==> src/rtl/sup_pkg.sv <==
package sup_pkg;

  typedef enum logic [1:0] {
    RG_IDLE    = 2'd0,
    RG_HOLD    = 2'd1,
    RG_STRETCH = 2'd2
  } rg_state_e;

  // Watchdog period in ticks: the long period is forced after a reset
  function automatic int unsigned wd_period_ticks(
    input logic        force_long,
    input logic        short_sel,
    input int unsigned long_ticks,
    input int unsigned short_ticks
  );
    if (force_long || !short_sel) return long_ticks;
    return short_ticks;
  endfunction

  // True when a counter at value cur completes a window of len ticks
  function automatic logic window_done(
    input int unsigned cur,
    input int unsigned len
  );
    return (cur + 1) >= len;
  endfunction

endpackage

==> src/rtl/sup_prescaler.sv <==
module sup_prescaler #(
  parameter int unsigned DIV = 64
) (
  input  logic clk_i,
  input  logic arst_ni,
  output logic tick_o
);
  localparam int unsigned DW = (DIV > 1) ? $clog2(DIV) : 1;

  generate
    if (DIV <= 1) begin : g_pass
      assign tick_o = 1'b1;
    end else begin : g_div
      logic [DW-1:0] cnt_q;
      assign tick_o = (cnt_q == DW'(DIV - 1));
      always_ff @(posedge clk_i or negedge arst_ni) begin
        if (!arst_ni)    cnt_q <= '0;
        else if (tick_o) cnt_q <= '0;
        else             cnt_q <= cnt_q + 1'b1;
      end
    end
  endgenerate
endmodule

==> src/rtl/sup_wdi_sync.sv <==
module sup_wdi_sync #(
  parameter int unsigned STAGES = 2
) (
  input  logic clk_i,
  input  logic arst_ni,
  input  logic level_i,
  output logic level_o,
  output logic edge_o
);
  logic [STAGES:0] sh_q;

  always_ff @(posedge clk_i or negedge arst_ni) begin
    if (!arst_ni) sh_q <= '0;
    else          sh_q <= {sh_q[STAGES-1:0], level_i};
  end

  assign level_o = sh_q[STAGES-1];
  assign edge_o  = sh_q[STAGES-1] ^ sh_q[STAGES];
endmodule

==> src/rtl/sup_reset_gen.sv <==
module sup_reset_gen
  import sup_pkg::*;
#(
  parameter int unsigned RST_TICKS = 64
) (
  input  logic clk_i,
  input  logic arst_ni,
  input  logic tick_i,
  input  logic fault_i,
  input  logic wd_expire_i,
  output logic active_o
);
  localparam int unsigned CW = $clog2(RST_TICKS + 1);

  rg_state_e     st_q;
  logic [CW-1:0] cnt_q;
  logic          last_tick;

  assign last_tick = tick_i && window_done(int'(cnt_q), RST_TICKS);

  always_ff @(posedge clk_i or negedge arst_ni) begin
    if (!arst_ni) begin
      st_q  <= RG_STRETCH;
      cnt_q <= '0;
    end else if (fault_i) begin
      st_q  <= RG_HOLD;
      cnt_q <= '0;
    end else begin
      unique case (st_q)
        RG_HOLD, RG_STRETCH: begin
          st_q <= RG_STRETCH;
          if (last_tick) begin
            st_q  <= RG_IDLE;
            cnt_q <= '0;
          end else if (tick_i) begin
            cnt_q <= cnt_q + 1'b1;
          end
        end
        default: begin
          if (wd_expire_i) begin
            st_q  <= RG_STRETCH;
            cnt_q <= '0;
          end
        end
      endcase
    end
  end

  assign active_o = fault_i || (st_q != RG_IDLE);
endmodule

==> src/rtl/sup_watchdog.sv <==
module sup_watchdog
  import sup_pkg::*;
#(
  parameter int unsigned WD_LONG  = 512,
  parameter int unsigned WD_SHORT = 16
) (
  input  logic clk_i,
  input  logic arst_ni,
  input  logic tick_i,
  input  logic edge_i,
  input  logic float_i,
  input  logic rst_active_i,
  input  logic batt_i,
  input  logic low_line_i,
  input  logic short_sel_i,
  output logic expire_o,
  output logic long_o,
  output logic fault_no
);
  localparam int unsigned MAXP = (WD_LONG > WD_SHORT) ? WD_LONG : WD_SHORT;
  localparam int unsigned CW   = $clog2(MAXP + 1);

  logic [CW-1:0] cnt_q;
  logic          long_q;
  logic          fault_nq;
  logic          enable;
  int unsigned   limit;

  assign enable   = !float_i && !rst_active_i && !batt_i;
  assign limit    = wd_period_ticks(long_q, short_sel_i, WD_LONG, WD_SHORT);
  assign expire_o = enable && tick_i && !edge_i && window_done(int'(cnt_q), limit);

  always_ff @(posedge clk_i or negedge arst_ni) begin
    if (!arst_ni)                          cnt_q <= '0;
    else if (!enable || edge_i || expire_o) cnt_q <= '0;
    else if (tick_i)                       cnt_q <= cnt_q + 1'b1;
  end

  always_ff @(posedge clk_i or negedge arst_ni) begin
    if (!arst_ni)               long_q <= 1'b1;
    else if (rst_active_i)      long_q <= 1'b1;
    else if (edge_i || expire_o) long_q <= 1'b0;
  end

  always_ff @(posedge clk_i or negedge arst_ni) begin
    if (!arst_ni)                            fault_nq <= 1'b1;
    else if (batt_i || low_line_i || edge_i) fault_nq <= 1'b1;
    else if (expire_o)                       fault_nq <= 1'b0;
  end

  assign long_o   = long_q;
  assign fault_no = fault_nq;
endmodule

==> src/rtl/supervisor_wdt.sv <==
module supervisor_wdt #(
  parameter int unsigned DIV       = 64,
  parameter int unsigned RST_TICKS = 64,
  parameter int unsigned WD_LONG   = 512,
  parameter int unsigned WD_SHORT  = 16
) (
  input  logic clk_i,
  input  logic arst_ni,
  input  logic low_line_i,
  input  logic batt_mode_i,
  input  logic wd_level_i,
  input  logic wd_float_i,
  input  logic wd_short_i,
  output logic rst_no,
  output logic rst_o,
  output logic wd_fault_no
);
  logic tick;
  logic wd_level_s;
  logic wd_edge_raw;
  logic wd_edge;
  logic wd_expire;
  logic wd_long;
  logic rst_active;
  logic supply_fault;

  assign supply_fault = low_line_i || batt_mode_i;

  sup_prescaler #(.DIV(DIV)) u_pre (
    .clk_i   (clk_i),
    .arst_ni (arst_ni),
    .tick_o  (tick)
  );

  sup_wdi_sync #(.STAGES(2)) u_sync (
    .clk_i   (clk_i),
    .arst_ni (arst_ni),
    .level_i (wd_level_i),
    .level_o (wd_level_s),
    .edge_o  (wd_edge_raw)
  );

  // transitions do not count while running from battery
  assign wd_edge = wd_edge_raw && !batt_mode_i;

  sup_watchdog #(.WD_LONG(WD_LONG), .WD_SHORT(WD_SHORT)) u_wd (
    .clk_i        (clk_i),
    .arst_ni      (arst_ni),
    .tick_i       (tick),
    .edge_i       (wd_edge),
    .float_i      (wd_float_i),
    .rst_active_i (rst_active),
    .batt_i       (batt_mode_i),
    .low_line_i   (low_line_i),
    .short_sel_i  (wd_short_i),
    .expire_o     (wd_expire),
    .long_o       (wd_long),
    .fault_no     (wd_fault_no)
  );

  sup_reset_gen #(.RST_TICKS(RST_TICKS)) u_rg (
    .clk_i       (clk_i),
    .arst_ni     (arst_ni),
    .tick_i      (tick),
    .fault_i     (supply_fault),
    .wd_expire_i (wd_expire),
    .active_o    (rst_active)
  );

  assign rst_no = !rst_active;
  assign rst_o  = rst_active;

  logic unused_level;
  assign unused_level = wd_level_s;
endmodule

==> config.mk <==
export PLATFORM = sky130hd
export DESIGN_NAME = supervisor_wdt
export DESIGN_NICKNAME = d
export VERILOG_FILES = /design/src/rtl/sup_pkg.sv /design/src/rtl/sup_prescaler.sv /design/src/rtl/sup_wdi_sync.sv /design/src/rtl/sup_reset_gen.sv /design/src/rtl/sup_watchdog.sv /design/src/rtl/supervisor_wdt.sv
export SDC_FILE = /design/constraint.sdc
export NUM_CORES = 1
export LEC_CHECK = 0
export ABC_AREA = 1
export CAP_MARGIN = 30
export CORE_MARGIN = 2
export CORE_UTILIZATION = 50
export CTS_CLUSTER_SIZE = 28
export DETAILED_ROUTE_END_ITERATION = 10
export GPL_TIMING_DRIVEN = 1
export PLACE_DENSITY = 0.69
export SLEW_MARGIN = 10
export SYNTH_ARGS = -nofsm -noshare
export SYNTH_HDL_FRONTEND = slang
export SYNTH_SLANG_ARGS = --single-unit
export TNS_END_PERCENT = 10
==> constraint.sdc <==
create_clock -name clk_i -period 2.1 [get_ports clk_i]
set_input_delay 0.315 -clock clk_i [delete_from_list [all_inputs] [get_ports clk_i]]
set_output_delay 0.315 -clock clk_i [all_outputs]
set_load 0.02 [all_outputs]
Word level (Yosys, flattened, before mapping)
Cells that the tools add are included.

operators by class
  shifts and indexed selects = 0
  multiplexer cells = 19
  bitwise logic cells = 1
  reduce and logical (&&, ||, !) cells = 27
  equality and inequality tests = 4
  $lt $le $gt $ge = 2
  divide/modulo/power cells = 0
  $mul = 0
  $add $sub $neg = 5

operator list
  cell                                                                 number
  two-way mux 7 bit                                                    5
  greater-or-equal comparator 32 bit                                   1
  greater-or-equal comparator 32 x 7 -> 1 bit (second input constant)  1
  two-way mux 32 bit                                                   1
  two-way mux 10 bit                                                   3
  adder 10 x 1 -> 11 bit (second input constant)                       1
  adder 10 x 1 -> 10 bit (second input constant)                       1
  adder 7 x 1 -> 8 bit (second input constant)                         1
  two-way mux 2 bit                                                    4
  nonzero test 2 bit                                                   4
  adder 7 x 1 -> 7 bit (second input constant)                         1
  logical AND 1 bit                                                    7
  logical OR 1 bit                                                     7
  adder 6 x 1 -> 6 bit (second input constant)                         1
  == test 6 bit (second input constant)                                1
  logical NOT 1 bit                                                    6
  two-way mux 6 bit                                                    1
  two-way mux 1 bit                                                    5
  inequality test 4 x 1 -> 1 bit (second input constant)               1
  nonzero test 3 bit                                                   1
  == test 2 x 1 -> 1 bit (second input constant)                       1
  == test 2 bit (second input constant)                                1
  AND reduction 2 bit                                                  1
  OR reduction 2 bit                                                   1
  XOR 1 bit                                                            1

word-level totals
  bits of input ports = 7
  register bits = 30
  memories = 0
  memory bits (read-only) = 0
  bits in latches = 0
  RAM bits = 0
  word-level logic and storage cells = 65
  output and inout bits = 3

Longest topological paths before layout
Gate-level depths: netlist of run 1.

  depth after elaboration = 11
  depth in mapped cells = 18
  gate-level depth less buffers = 18

Modules after synthesis
A second synthesis of run 1 with hierarchy kept.

second synthesis, totals
  cell total of the unflattened synthesis = 238
  area, all modules = 1820.5 µm²

modules (own cells, without submodules)
  module          cells each  seq. area each (µm²)  times used  area each (µm²)
  sup_watchdog    130         302.8                 1           890.9
  sup_reset_gen   71          226.5                 1           561.8
  sup_prescaler   23          150.1                 1           251.5
  sup_wdi_sync    8           75.1                  1           93.8
  supervisor_wdt  6           0.0                   1           22.5

Worst setup path after synthesis of run 1
OpenSTA, ideal clock, no wires.

  kind = flip-flop to flip-flop
  start = register u_wd.cnt_q[0]
  end = register u_rg.cnt_q[2]
  data required time = 1.983 ns
  stages on the path, launching flop included = 19
  library setup time = 0.117 ns
  path slack = -0.006 ns
  buffers on the path = 0
  clock period less this slack = 2.106 ns
  arrival = 1.989 ns
  path through = dfrtp_1 > ha_1 > nand3_2 > xnor2_1 > inv_1 > ha_1 > nand2_1 > nor2_1 > nand2_1 > nand2_1 > nor2_1 > nand2_1 > nand2_2 > nand2_2 > nand2_4 > nand2_4 > nand2_4 > nand2_1 > nand2_1

on the way
  word-level cells in the longest chain between the ends = 5

ends and longest elaborated chain
  element                               RTL line             RTL
  from (decl)                           sup_watchdog.sv:23   logic [CW-1:0] cnt_q;
  from (signal assigned)                sup_watchdog.sv:36   else if (tick_i) cnt_q <= cnt_q + 1'b1;
  adder 10 x 1 -> 11 bit                sup_pkg.sv:25        return (cur + 1) >= len;
  greater-or-equal comparator 32 bit    sup_pkg.sv:25
  logical AND 1 bit                     sup_watchdog.sv:31   assign expire_o = enable && tick_i && !edge_i && window_done(int'(cnt_q), limit);
  nonzero test 3 bit (no source line)   -
  AND reduction 2 bit (no source line)  -
  to (signal assigned)                  sup_reset_gen.sv:36  cnt_q <= cnt_q + 1'b1;
  to (decl)                             sup_reset_gen.sv:16  logic [CW-1:0] cnt_q;

No other way between the ends.
A chain may end at the register's enable or synchronous reset.

Final worst setup path of run 1
  start = register u_wd.cnt_q[1]
  end = register u_rg.st_q[0]

on the way
  word-level cells in the longest chain between the ends = 4

ends and longest elaborated chain
  element                              RTL line             RTL
  adder 10 x 1 -> 11 bit               sup_pkg.sv:25
  greater-or-equal comparator 32 bit   sup_pkg.sv:25
  logical AND 1 bit                    sup_watchdog.sv:31
  nonzero test 3 bit (no source line)  -
  to (signal assigned)                 sup_reset_gen.sv:23  st_q <= RG_STRETCH;
  to (signal assigned)                 sup_reset_gen.sv:26  st_q <= RG_HOLD;
  to (signal assigned)                 sup_reset_gen.sv:31  st_q <= RG_STRETCH;
  to (decl)                            sup_reset_gen.sv:15  rg_state_e st_q;

No other way between the ends.

==> results of run 1 <==
-- state kept, by name (all words and copies together) (netlist names) --
signal,flops
u_wd.cnt_q,10
u_rg.cnt_q,7
u_pre.g_div.cnt_q,6
u_sync.sh_q,3
u_rg.st_q,2
u_wd.fault_no,1
u_wd.long_o,1
-- layout by cell type, fill, tap and decap left out, types with 3 or more instances in the layout --
cell type	n
nand2_1	39
dfstp_2	3
clkdlybuf4s50_1	7
nand3_1	18
inv_1	29
clkbuf_4	5
o21ai_0	5
dfrtp_1	26
xor2_1	6
nand2_2	5
nor2_2	3
nor2_1	29
o22ai_1	8
buf_4	20
nand3_2	3
ha_1	7
-- path summary, 6_finish.rpt --
kind                           startpoint             end  slack (ps)  cells after the start
min in group clk_i         u_sync.sh_q[0]  u_sync.sh_q[1]         370                      0
max in group asynchronous         arst_ni   u_wd.fault_no        1420                      2
max                         u_wd.cnt_q[1]    u_rg.st_q[0]         -50                     13
min reg2reg                u_sync.sh_q[0]  u_sync.sh_q[1]         370                      0
min                               arst_ni    u_rg.st_q[0]         370                      2
max reg2reg                 u_wd.cnt_q[1]    u_rg.st_q[0]         -50                     13
-- Yosys cell counts, types with 2 or more instances --
library cell	n	area, um2
nand2_2	2	12.5
nand2_4	3	33.8
nor2_1	29	109
inv_1	30	113
dfstp_2	3	78.8
xor2_1	6	52.6
a21oi_1	3	15.0
nand4_1	2	12.5
nand3_1	20	100
nand3_2	2	20.0
xnor2_1	3	26.3
nand2_1	42	158
dfrtp_1	27	676
o22ai_1	8	50.1
o21ai_0	5	25.0
ha_1	8	100
nor2_2	3	18.8
-- timing repair --
action / CTS / global route
gates resized for setup: 4 / 12
gates cloned: 0 / 1
setup endpoints to repair: 14 / 21
buffers inserted: 0 / 4
pin swaps: 5 / 4
hold endpoints to repair: 0 / 0
-- stage by stage --
| stage | util, % | total power, uW | hold slack (ps) | setup WS [ps] |
|---|---|---|---|---|
| 5_1_grt | 64.6 | 1080 | 378 | -231 |
| 6_report | 64.6 | 1030 | 367 | -46.2 |
| 2_1_floorplan | - | 636 | 19.4 | 6.88 |
| 4_1_cts | 61.5 | 1040 | 375 | -60.8 |
| 3_3_place_gp | 59.4 | 670 | 338 | 8.35 |
| 3_5_place_dp | 59.4 | 674 | 355 | -85.3 |
-- cell families after synthesis --
group,synth area share [%]
xor gates and xnor gates,4.69
and+or+nand+nor,30.2
muxes,0.596
buffers and inverters,6.70
AOI/OAI and AO/OA,7.00
DFF,44.9
adders and majority gates,5.96
-- power groups by stage --
stage                     Clock (uW)  Combinational [uW]  Sequential, uW
after floorplan                    0                34.7             602
after global placement             0                67.7             602
after detailed placement           0                70.5             603
after CTS                        376                71.8             592
after global routing             399                85.4             593
final                            362                76.8             592
-- per-layer routing --
layer / track usage [%] / vias to the layer above / share of wire [%]
li1: - / 734 / -
met3: 5.59 / 7 / 2.3
met5: 0 / - / 0
met1: 21.0 / 682 / 39
met4: 8.21 / 0 / 2.4
met2: 38.2 / 17 / 56
-- layout make-up --
| class | instances | area (um2) | share of cell area (%) |
|---|---|---|---|
| clock inverter | 1 | 5.00 | 0.236 |
| timing repair buffer | 29 | 238 | 11.2 |
| tap | 46 | 57.6 | 2.71 |
| inverter | 30 | 113 | 5.31 |
| multi-input combinational | 146 | 897 | 42.3 |
| clock buffer | 7 | 55.1 | 2.60 |
| sequential | 30 | 756 | 35.6 |
-- worst max-delay path, stage by stage, from the launching register on --
cell	delay, ps
dfrtp_1	430
nand3_2	130
nor3_4	210
nand3_2	90
xor2_1	170
inv_1	70
ha_1	190
a31o_2	220
inv_2	70
nand2_2	60
nand2_4	110
nand2_8	80
buf_4	150
o21ai_1	100
==> impl_metrics.tcl, run 1 <==
set metrics [dict create \
    outcome "complete, but fails checks" \
    violations "negative setup slack" \
    die_height_um 62.0 \
    fin_nets 257 \
    end_kind "register" \
    critPathKind "reg -> reg" \
    avgSynthCellArea_um2 8.20 \
    layout.cells.non_filler 289 \
    place_area_um2 1950 \
    fillCellCount 295 \
    synth-seq-area-share_pct 44.9 \
    place_hpwl_mm 2.66 \
    async_reset_ff_share_pct 100 \
    internal_power_uw 778 \
    combPwrFrac_pct 7.5 \
    cts.sinks 30 \
    fmax_mhz 466 \
    relSlewSlack_pct 62.2 \
    setup_violations 2 \
    dr.pass1.iters 4 \
    ys_ff_latch 30 \
    cts_tree "done" \
    cts_hold_buf 0 \
    timing_hold_violations_final 0 \
    num_rows 21 \
    diodes 0 \
    drt_iter0_drc 71 \
    wirelength_mm 3.55 \
    leakage_uw 0.000969 \
    power_frac_clock_pct 35.1 \
    hold_path.class "in -> async" \
    tightest_slew_ps 565 \
    wl_per_cell_um 12.3 \
    htree_levels 2 \
    fin_area_um2 2120 \
    initial_core_util_pct 51.2 \
    sw_frac_of_total_pct 24.5 \
    clockBufferDepth 2 \
    drc 0 \
    area_growth_pct 26.2 \
    numCtsBuffers 5 \
    syn_area_um2 1680 \
    synthFlopType "dfrtp_1" \
    finalCritPeriodShare_pct 102 \
    clkTransAtPathRegs_ps 100 \
    ant_nets 0 \
    core-area_um2 3280 \
    fin_crit_ps 2150 \
    p_seq_share_pct 57.5 \
    grt_overflow_total 0 \
    synth_cell_types 26 \
    syn-num-nets 220 \
    clock_latency_ps 340 \
    drv_cap 0 \
    gp_congestion 0.861 \
    track_usage_pct 20.3 \
    grt_pass1_wl_mm 5.53 \
    worstPathArrival_ps 2420 \
    antenna_found_initial 0 \
    slew_violations 0 \
    vias 1440 \
    place_inst 276 \
    synth_enable_flop_cells 0 \
    drive_gt1_share_pct 22.2 \
    power_density_nw_per_um2 486 \
    io_buffers 9 \
    crit_required_ps 2370 \
    chipWidth_um 62.0 \
    vias_per_cell 4.98 \
    syn_inst 205 \
    setup.worst_path.start_class "register" \
    rsz0062_at_grt "true" \
    ir_drop_mv 0.347 \
    skew_ps 9.11 \
    die_area_um2 3840 \
    netSwitchingPower_uw 253 \
    num_io_pins 10 \
    root_buffer "clkbuf_4" \
    cp_max_fo 5 \
    grt_pass1_vias 1302 \
    ys_warn_count 0 \
    tns_ps -65.1 \
    grt_max_degree 31 \
    setup_ws_ps -46.2 \
]
Power figures use the tool's default switching activity.
==> run 2: changes to the inputs <==
CTS_CLUSTER_DIAMETER = 100   (was default)
==> results of run 2 <==
No change in the layout: final DEF, timing and power equal those of run 1.
==> run 3: changes to the inputs <==
REMOVE_ABC_BUFFERS = 1   (was default)
==> impl_metrics.tcl, run 3 (synthesis gave the netlist of run 1 again) <==
set metrics [dict create \
    worstPathBufferInverterCount 2 \
    num_io_pins 10 \
    vias_per_cell 5.12 \
    core-area_um2 3280 \
    relSlewSlack_pct 62.3 \
    clock_latency_ps 330 \
    violations "negative setup slack" \
    path_delay_family "simple AND/OR/NAND/NOR gates" \
    rsz0062_at_grt "true" \
    drt_iter0_drc 76 \
    num_rows 21 \
    clkTransAtPathRegs_ps 100 \
    r2r_slack_ps -70 \
    fin_crit_ps 2170 \
    setup_violations 9 \
    place_hpwl_mm 2.67 \
    outcome "complete, but fails checks" \
    r2r_cells 13 \
    grt_overflow_total 0 \
    antenna_found_initial 0 \
    vias 1470 \
    cts.sinks 30 \
    grt_pass1_vias 1396 \
    ir_drop_mv 0.363 \
    place_area_um2 1960 \
    critPathKind "reg -> reg" \
    crit_start "u_wd.cnt_q[0]" \
    path_common_cell "nand3_2" \
    final_common_cell "nand2_1" \
    dr.pass1.iters 4 \
    largest_register_ffs 10 \
    numCtsBuffers 5 \
    io_buffers 9 \
    p_total_uw 1100 \
    hold_path.class "in -> async" \
    power_density_nw_per_um2 514 \
    finalCritPeriodShare_pct 103 \
    drc 0 \
    grt_pass1_wl_mm 5.91 \
    track_usage_pct 21.4 \
    fmax_mhz 460 \
    end_kind "register" \
    wirelength_mm 3.67 \
    skew_ps 12.5 \
    reg_top3 "u_wd.cnt_q (10), u_rg.cnt_q (7), u_pre.g_div.cnt_q (6)" \
    fin_area_um2 2140 \
    cts_tree "done" \
    initial_core_util_pct 51.2 \
    layout_common_cells "41 x nand2_1, 28 x inv_1, 28 x nor2_1" \
    setup_ws_ps -72.5 \
    root_buffer "clkbuf_4" \
    cts_hold_buf 0 \
    die_area_um2 3840 \
    diodes 0 \
    crit_required_ps 2330 \
    ant_nets 0 \
    slowest_delay_ps 410 \
    clockBufferDepth 2 \
    grt_max_degree 31 \
    tns_ps -403 \
    wl_per_cell_um 12.8 \
    cp-endpoint "u_rg.cnt_q[4]" \
    slew_violations 0 \
    die_height_um 62.0 \
    htree_levels 2 \
    crit_chain "nand3_2 > nor3_4 > nand3_2 > xor2_2 > inv_1 > ha_1 > a31o_2 > inv_2 > nand2_2 > nand2_4 > nand2_8 > nand3_1 > nand2_1" \
    top_register "u_wd.cnt_q" \
    path_depth 13 \
    leakage_uw 0.000971 \
    r2r_start "u_wd.cnt_q[0]" \
    drive_gt1_share_pct 23.2 \
    fin_nets 255 \
    gp_congestion 0.867 \
    drv_cap 0 \
    tightest_slew_ps 564 \
    cp_max_fo 5 \
    area_growth_pct 27.5 \
    r2r_end "u_rg.cnt_q[4]" \
    worstPathArrival_ps 2400 \
    chipWidth_um 62.0 \
    setup.worst_path.start_class "register" \
    timing_hold_violations_final 0 \
    worst_path_max_delay_cell "dfrtp_1" \
]
## run 3: changes by cell type in the layout (fill, tap and decap cells not counted), moves of 2 or more
cell	delta
buf_4	-2
o22ai_1	-2
clkbuf_8	+2
o22ai_2	+2
nand2_1	+2
nand2_2	-2
## run 3: worst min path at each step
| stage | from | endpoint | slack, ps | cells after the start |
|---|---|---|---|---|
| 2_1_floorplan | arst_ni | u_pre.g_div.cnt_q[0] | 20 | 0 |
| 3_3_place_gp | u_sync.sh_q[0] | u_sync.sh_q[1] | 340 | 0 |
| 3_5_place_dp | u_sync.sh_q[0] | u_sync.sh_q[1] | 360 | 0 |
| 4_1_cts | u_sync.sh_q[0] | u_sync.sh_q[1] | 380 | 0 |
| 5_1_grt | u_sync.sh_q[0] | u_sync.sh_q[1] | 380 | 0 |
| 6_report | arst_ni | u_wd.cnt_q[8] | 380 | 2 |
## run 3: per-layer routing
layer | global-route usage, % | routed length [um]
met3 | 4.97 | 116
met1 | 22.9 | 1410
met4 | 7.29 | 68
met5 | 0 | 0
met2 | 40.5 | 2080
## run 3: final cells by class
cell class / instances / area, um2
Clock buffer: 8 / 78.8
Inverter: 30 / 113
Tap cell: 46 / 57.6
Fill cell: 288 / 1140
Multi-Input combinational cell: 146 / 916
Sequential cell: 30 / 754
Timing Repair Buffer: 27 / 223
## run 3: stage by stage
stage	util [%]	setup slack, ps	hold slack, ps	std cells
final	65.2	-72.5	375	287
after floorplan	-	-6.17	19.4	205
after CTS	62.2	-48.0	382	285
after global placement	59.5	-100	336	277
after global routing	65.2	-271	380	287
after detailed placement	59.5	-115	361	277
## run 3: repair_timing
action                                 in CTS  in global routing
resized for setup                           4                 15
buffers inserted                            0                  1
endpoints found under the hold margin       0                  0
pin swaps                                   1                  3
setup endpoints to repair                  18                 21
gates cloned                                0                  1
## run 3: power breakdown
part	leakage, uW	internal, uW	total [uW]	switching [uW]
Sequential	0.000383	586	592	5.51
Combinational	0.000544	27.8	73.4	45.5
Clock	0.0000446	229	435	206
Total	0.000971	843	1100	257
## run 3: worst register-to-register path, stage by stage, from the launching register on
cell	delay, ps
dfrtp_1	410
nand3_2	140
nor3_4	240
nand3_2	110
xor2_2	190
inv_1	60
ha_1	190
a31o_2	220
inv_2	80
nand2_2	70
nand2_4	110
nand2_8	70
nand3_1	110
nand2_1	70
